<file path="src/rtl/ctmr_pkg.sv">
package ctmr_pkg;

    // byte offsets of the register words
    localparam int OFS_CTRL   = 0;
    localparam int OFS_PERIOD = 4;
    localparam int OFS_SCALE  = 8;
    localparam int OFS_COUNT  = 12;
    localparam int NREG       = 4;

    // control word bit positions
    localparam int CB_PWR  = 0;
    localparam int CB_EN   = 1;
    localparam int CB_ARLD = 2;
    localparam int CB_FLAG = 3;

    typedef enum logic [1:0] {
        RSP_OK     = 2'd0,
        RSP_SIZE   = 2'd1,
        RSP_DECODE = 2'd2
    } rsp_e;

    typedef enum logic [1:0] {
        IDX_CTRL   = 2'd0,
        IDX_PERIOD = 2'd1,
        IDX_SCALE  = 2'd2,
        IDX_COUNT  = 2'd3
    } reg_e;

    typedef struct packed {
        logic ctrl;
        logic period;
        logic scale;
        logic count;
    } wstb_t;

    // width violations outrank decode misses
    function automatic rsp_e classify(input logic full_word, input logic mapped);
        if (!full_word)
            return RSP_SIZE;
        else if (!mapped)
            return RSP_DECODE;
        else
            return RSP_OK;
    endfunction

endpackage

</file>
<file path="src/rtl/ctmr_bus_if.sv">
module ctmr_bus_if
    import ctmr_pkg::*;
#(
    parameter int AW = 8,
    parameter int DW = 32,
    localparam int BW = DW / 8
) (
    input  logic          clk,
    input  logic          rst,
    input  logic          sel,
    input  logic          we,
    input  logic [AW-1:0] addr,
    input  logic [BW-1:0] be,
    input  logic [DW-1:0] rd_ctrl,
    input  logic [DW-1:0] rd_period,
    input  logic [DW-1:0] rd_scale,
    input  logic [DW-1:0] rd_count,
    output wstb_t         wstb,
    output logic          rsp_valid,
    output logic [DW-1:0] rsp_rdata,
    output logic [1:0]    rsp_err
);
    localparam int LSB = $clog2(BW);

    logic          full_word;
    logic          mapped;
    logic [1:0]    idx;
    rsp_e          cls;
    logic [NREG-1:0] hit;
    logic [DW-1:0] rd_arr [NREG];
    logic [DW-1:0] rd_sel;

    assign full_word = &be;
    assign mapped    = (addr[LSB-1:0] == '0) && ((addr >> (LSB + 2)) == '0);
    assign idx       = addr[LSB+1:LSB];
    assign cls       = classify(full_word, mapped);

    generate
        for (genvar g = 0; g < NREG; g++) begin : g_hit
            assign hit[g] = sel & we & (cls == RSP_OK) & (idx == 2'(g));
        end
    endgenerate

    assign wstb.ctrl   = hit[IDX_CTRL];
    assign wstb.period = hit[IDX_PERIOD];
    assign wstb.scale  = hit[IDX_SCALE];
    assign wstb.count  = hit[IDX_COUNT];

    assign rd_arr[IDX_CTRL]   = rd_ctrl;
    assign rd_arr[IDX_PERIOD] = rd_period;
    assign rd_arr[IDX_SCALE]  = rd_scale;
    assign rd_arr[IDX_COUNT]  = rd_count;
    assign rd_sel = rd_arr[idx];

    always_ff @(posedge clk) begin
        if (rst) begin
            rsp_valid <= 1'b0;
            rsp_err   <= RSP_OK;
            rsp_rdata <= '0;
        end else begin
            rsp_valid <= sel;
            rsp_err   <= sel ? cls : RSP_OK;
            rsp_rdata <= (sel && !we && cls == RSP_OK) ? rd_sel : '0;
        end
    end
endmodule

</file>
<file path="src/rtl/ctmr_regfile.sv">
module ctmr_regfile
    import ctmr_pkg::*;
#(
    parameter int DW = 32,
    parameter int SW = 8
) (
    input  logic          clk,
    input  logic          rst,
    input  wstb_t         wstb,
    input  logic [DW-1:0] wdata,
    input  logic          expire,
    output logic [DW-1:0] ctrl_q,
    output logic [DW-1:0] period_q,
    output logic [DW-1:0] scale_q,
    output logic          active,
    output logic          arld,
    output logic [DW-1:0] step
);
    logic [DW-1:0] ctrl_nxt;

    // written word first, then expiry forces the flag on
    always_comb begin
        ctrl_nxt = wstb.ctrl ? wdata : ctrl_q;
        if (expire)
            ctrl_nxt[CB_FLAG] = 1'b1;
    end

    always_ff @(posedge clk) begin
        if (rst) begin
            ctrl_q   <= '0;
            period_q <= '0;
            scale_q  <= '0;
        end else begin
            ctrl_q <= ctrl_nxt;
            if (wstb.period)
                period_q <= wdata;
            if (wstb.scale)
                scale_q <= wdata;
        end
    end

    assign active = ctrl_q[CB_PWR] & ctrl_q[CB_EN];
    assign arld   = ctrl_q[CB_ARLD];
    assign step   = DW'(scale_q[SW-1:0]) + DW'(1);
endmodule

</file>
<file path="src/rtl/ctmr_count_core.sv">
module ctmr_count_core #(
    parameter int DW = 32
) (
    input  logic          clk,
    input  logic          rst,
    input  logic          active,
    input  logic          arld,
    input  logic [DW-1:0] step,
    input  logic [DW-1:0] period_q,
    input  logic          cnt_wr,
    input  logic [DW-1:0] wdata,
    output logic [DW-1:0] cnt_q,
    output logic          halt_q,
    output logic          expire,
    output logic          irq_o
);
    logic run;

    assign run    = active & ~halt_q;
    assign expire = run & (cnt_q <= step);

    always_ff @(posedge clk) begin
        if (rst) begin
            cnt_q  <= '0;
            halt_q <= 1'b0;
            irq_o  <= 1'b0;
        end else begin
            irq_o <= expire;
            if (cnt_wr)
                cnt_q <= wdata;
            else if (expire)
                cnt_q <= arld ? period_q : '0;
            else if (run)
                cnt_q <= cnt_q - step;

            if (!active)
                halt_q <= 1'b0;
            else if (expire && !arld)
                halt_q <= 1'b1;
        end
    end
endmodule

</file>
<file path="src/rtl/ctmr_top.sv">
module ctmr_top
    import ctmr_pkg::*;
#(
    parameter int AW = 8,
    parameter int DW = 32,
    parameter int SW = 8,
    localparam int BW = DW / 8
) (
    input  logic          clk,
    input  logic          rst,
    input  logic          bus_sel,
    input  logic          bus_we,
    input  logic [AW-1:0] bus_addr,
    input  logic [BW-1:0] bus_be,
    input  logic [DW-1:0] bus_wdata,
    output logic          rsp_valid,
    output logic [DW-1:0] rsp_rdata,
    output logic [1:0]    rsp_err,
    output logic          irq_o
);
    wstb_t         wstb;
    logic [DW-1:0] ctrl_q;
    logic [DW-1:0] period_q;
    logic [DW-1:0] scale_q;
    logic [DW-1:0] cnt_q;
    logic [DW-1:0] step;
    logic          active;
    logic          arld;
    logic          expire;
    logic          halt_q;
    logic          cnt_wr;
    logic          wr_period;
    logic          flag_bit;

    assign cnt_wr    = wstb.period | wstb.count;
    assign wr_period = wstb.period;
    assign flag_bit  = ctrl_q[CB_FLAG];

    ctmr_bus_if #(.AW(AW), .DW(DW)) bus_i (
        .clk       (clk),
        .rst       (rst),
        .sel       (bus_sel),
        .we        (bus_we),
        .addr      (bus_addr),
        .be        (bus_be),
        .rd_ctrl   (ctrl_q),
        .rd_period (period_q),
        .rd_scale  (scale_q),
        .rd_count  (cnt_q),
        .wstb      (wstb),
        .rsp_valid (rsp_valid),
        .rsp_rdata (rsp_rdata),
        .rsp_err   (rsp_err)
    );

    ctmr_regfile #(.DW(DW), .SW(SW)) regs_i (
        .clk      (clk),
        .rst      (rst),
        .wstb     (wstb),
        .wdata    (bus_wdata),
        .expire   (expire),
        .ctrl_q   (ctrl_q),
        .period_q (period_q),
        .scale_q  (scale_q),
        .active   (active),
        .arld     (arld),
        .step     (step)
    );

    ctmr_count_core #(.DW(DW)) core_i (
        .clk      (clk),
        .rst      (rst),
        .active   (active),
        .arld     (arld),
        .step     (step),
        .period_q (period_q),
        .cnt_wr   (cnt_wr),
        .wdata    (bus_wdata),
        .cnt_q    (cnt_q),
        .halt_q   (halt_q),
        .expire   (expire),
        .irq_o    (irq_o)
    );
endmodule

</file>
<file path="config.mk">
export PLATFORM = sky130hd
export DESIGN_NAME = ctmr_top
export DESIGN_NICKNAME = d
export VERILOG_FILES = /design/src/rtl/ctmr_pkg.sv /design/src/rtl/ctmr_bus_if.sv /design/src/rtl/ctmr_regfile.sv /design/src/rtl/ctmr_count_core.sv /design/src/rtl/ctmr_top.sv
export SDC_FILE = /design/constraint.sdc
export NUM_CORES = 1
export LEC_CHECK = 0
export BUFFER_PORTS_ARGS = -buffer_cell sky130_fd_sc_hd__clkbuf_2
export CORE_MARGIN = 1
export CORE_UTILIZATION = 45
export CTS_CLUSTER_SIZE = 25
export DETAILED_ROUTE_END_ITERATION = 10
export PLACE_DENSITY_LB_ADDON = 0.08
export SYNTH_ARGS = -nofsm -noshare
export SYNTH_HDL_FRONTEND = slang
export SYNTH_SLANG_ARGS = --single-unit
</file>
<file path="constraint.sdc">
create_clock -name clk -period 4.1 [get_ports clk]
set_input_delay 0.205 -clock clk [delete_from_list [all_inputs] [get_ports clk]]
set_output_delay 0.205 -clock clk [all_outputs]
set_load 0.01 [all_outputs]
</file>
==> out/metrics.csv <==
metric;value;unit
total inserted antenna cells;0;
initial core utilization;46.1;%
Pwr per Cell Area;363;nW/um^2
overall via count from detail_route;7017;
cell family with most CP delay;simple AND/OR/NAND/NOR gates;
Max Cap Violations;0;
Die Area;18300;um^2
CTS tree;done;
result of the run;finished clean;
hold buffers post-CTS;0;
synthesized flop and latch total;165;
later-pin clock latency in the skew report;0.44;ns
number of remaining DRC errors;0;
register area share after synthesis;41.4;%
non-filler cells, final;1220;
gpl congestion;0.858;
detailed placement HPWL;15.0;mm
wire length of the first global-routing pass;37.0;mm
Worst Setup End Kind;register;
met1 Track Usage GR;36.9;%
proportion of power drawn by combinational gates;3.3;%
IO Port Bufs;83;
horizontal die dimension;135;um
fraction of final layout cells with drive strength greater than 1;18.6;%
maximum fanout along the worst path;26;
ranking of synthesized cells by instance count;213 x sky130_fd_sc_hd__nand2_1, 165 x sky130_fd_sc_hd__dfxtp_1, 112 x sky130_fd_sc_hd__a21oi_1;
top cell type's share of synthesized area;41.4;%
final-report hold violation count;0;
met3 global-route usage;4.38;%
pin count of the biggest net entering global routing;84;
cell accounting for the most synthesized area;sky130_fd_sc_hd__dfxtp_1;
met2 global-route usage;41.7;%
critical setup path kind;reg2reg;
Num Clock Sinks;165;
Worst path max stage delay;0.47;ns
sequential share of power;48.4;%
CTS H-Tree Depth;4;
number of CTS-inserted buffers;17;
area growth from synthesis to final layout;14.7;%
part of the power in the clock network;48.4;%
switching part of the total power;23.3;%
total number of nets in the final design;1041;
class of the tightest hold or removal check;in2reg;
CTS clock-pin slew for the worst setup and hold paths;0.07;ns
post_cts resized;0;
overall global routing resource usage;26.3;%
startpoint class of the critical path;register;
clock tree skew after final layout;0.00789;ns
Clock Tree Root;sky130_fd_sc_hd__clkbuf_16;
Via density;5.75;
required time at the endpoint of the critical path;4.43;ns
Tmin final;3.61;ns
Max clock buf depth;2;
Avg Cell Area, Syn;8.56;um^2
cell with the most instances after synthesis;sky130_fd_sc_hd__nand2_1;
internal portion of total power;2.54;mW
total gr overflow;0;
Inst Count DP;1188;
Slowest cell on crit path;sky130_fd_sc_hd__or3_1;
area of the mapped netlist;7980;um^2
Net Switching;0.773;mW
total detailed-routing wirelength;22.9;mm
DRC marker count from the first detailed-route iteration;473;
buffers plus inverters on the worst setup path;1;
Syn. warnings;0;
Most used DFF post-synth;sky130_fd_sc_hd__dfxtp_1;
Peak Freq;277;MHz
area of the placeable core;17300;um^2
number of antenna violations at the first check in global routing;0;
critical path data arrival time;3.94;ns
final cycle utilization of the critical path;88.1;%
worst relative slew slack;35.5;%
Setup Fix Bufs, Post-CTS;0;
vertical die dimension;135;um
Critical Path, Cell by Cell;and3_1 > nand3_1 > or2_2 > xor2_1 > ha_1 > nand4b_1 > or3_1 > a21boi_4 > buf_4 > a32oi_1 > a211o_1 > o41ai_1;
most heavily used metal layer in global routing;met2;
maximum vdd ir drop;0.278;mV
count of flip-flops with a built-in enable after synthesis;0;
setup TNS;0;ns
net count after synthesis;991;
post-detailed-route wirelength per cell;18.8;um
final number of max-transition violations;0;
Slew @ Worst Pin;0.967;ns
vias in the first global route;6724;
setup repair after global routing missed its margin;false;
number of routed nets with antenna violations;0;
leakage power;3.34;nW
Post-Synthesis Cells;932;
standard-cell row count;48;
IO Pins;84;
leading post-synthesis cells by cell area;sky130_fd_sc_hd__dfxtp_1 41%, sky130_fd_sc_hd__nand2_1 10%, sky130_fd_sc_hd__mux4_2 9.0%;
number of different library cells in the post-synthesis netlist;66;
count of TritonRoute iterations in the first routing pass;4;
async set-or-reset flop fraction in the synthesized netlist;0;%
final setup violation count;0;
==> path summary, 6_finish.rpt <==
| path | end | start | depth (start not counted) | slack [ns] |
|---|---|---|---|---|
| worst min register to register | regs_i.scale_q[8] | regs_i.scale_q[8] | 2 | 0.45 |
| worst max register to register | core_i.cnt_q[25] | regs_i.scale_q[0] | 12 | 0.49 |
| worst min-delay path | regs_i.scale_q[22] | bus_wdata[22] | 3 | 0.04 |
| worst max-delay path | core_i.cnt_q[25] | regs_i.scale_q[0] | 12 | 0.49 |
==> worst min-delay path: stages <==
cell and delay, ns:
sky130_fd_sc_hd__clkbuf_2 0.11, sky130_fd_sc_hd__nand2_1 0.06, sky130_fd_sc_hd__a21oi_1 0.05
==> logic make-up after synthesis <==
group           count (synthesis)  share of synthesized area, %
simple gates                  407                          24.2
compound gates                211                          16.6
flops                         165                          41.4
buf+inv                        81                          4.16
mux                            33                          9.16
xor+xnor                       24                          2.64
fa+ha+maj                      11                          1.82
==> sequential cells by signal, indices dropped and copies added (netlist names) <==
| name | cells |
|---|---|
| regs_i.period_q | 32 |
| core_i.irq_o | 1 |
| regs_i.scale_q | 32 |
| core_i.cnt_q | 32 |
| regs_i.ctrl_q | 32 |
| bus_i.rsp_valid | 1 |
| bus_i.rsp_err | 2 |
| core_i.halt_q | 1 |
| bus_i.rsp_rdata | 32 |
==> layout make-up <==
type	instances	area (um^2)
Inverter	8	30.0
Clock buffer	18	429
Multi-Input combinational cell	686	4350
Sequential cell	165	3300
Clock inverter	14	150
Tap cell	225	282
Timing Repair Buffer	104	601
Fill cell	1659	8150
==> layer usage <==
| metal | part of all wire [%] | wire length (um) |
|---|---|---|
| met1 | 48 | 10900 |
| met2 | 46 | 10600 |
| met5 | 0 | 0 |
| met3 | 5.1 | 1160 |
| met4 | 0.96 | 221 |
==> through the flow <==
stage,setup slack (ns),total power [mW],hold WS [ns],area [um^2],utilization [%]
6_report,0.490,3.32,0.0353,9150,52.9
5_1_grt,0.251,3.41,0.0264,9150,52.9
3_5_place_dp,0.522,1.75,0.443,8570,49.5
4_1_cts,0.521,3.34,0.0267,9150,52.9
2_1_floorplan,0.991,1.69,0.345,7980,-
3_3_place_gp,0.601,1.75,0.435,8570,49.5
==> power by group through the flow <==
stage / clock network (mW) / registers [mW] / logic, mW
after floorplan: 0 / 1.64 / 0.0509
after global placement: 0 / 1.64 / 0.108
after detailed placement: 0 / 1.64 / 0.108
after CTS: 1.63 / 1.60 / 0.108
after global routing: 1.69 / 1.60 / 0.116
final: 1.60 / 1.60 / 0.108
==> layout by cell type (no fill, tap or decap), types with 5 or more instances in the layout <==
cell type,Yosys,routed
sky130_fd_sc_hd__a311oi_1,12,12
sky130_fd_sc_hd__a21oi_1,112,112
sky130_fd_sc_hd__nor2_1,47,46
sky130_fd_sc_hd__clkbuf_2,0,82
sky130_fd_sc_hd__nor4_1,9,9
sky130_fd_sc_hd__o41ai_1,6,6
sky130_fd_sc_hd__a211oi_1,11,11
sky130_fd_sc_hd__nor3_1,18,18
sky130_fd_sc_hd__inv_1,7,7
sky130_fd_sc_hd__nand3_1,19,19
sky130_fd_sc_hd__and3_1,6,6
sky130_fd_sc_hd__or4_1,7,7
sky130_fd_sc_hd__ha_1,10,10
sky130_fd_sc_hd__nand2_1,213,213
sky130_fd_sc_hd__o21ai_0,14,14
sky130_fd_sc_hd__mux4_2,32,32
sky130_fd_sc_hd__clkbuf_16,0,17
sky130_fd_sc_hd__buf_4,0,20
sky130_fd_sc_hd__nand3b_1,7,7
sky130_fd_sc_hd__o31ai_1,5,5
sky130_fd_sc_hd__xor2_1,15,15
sky130_fd_sc_hd__xnor2_1,9,9
sky130_fd_sc_hd__o211ai_1,11,11
sky130_fd_sc_hd__or3_1,15,15
sky130_fd_sc_hd__nor2b_1,36,35
sky130_fd_sc_hd__a31oi_1,13,13
sky130_fd_sc_hd__dfxtp_1,165,165
(Power assumes the default switching activity.)
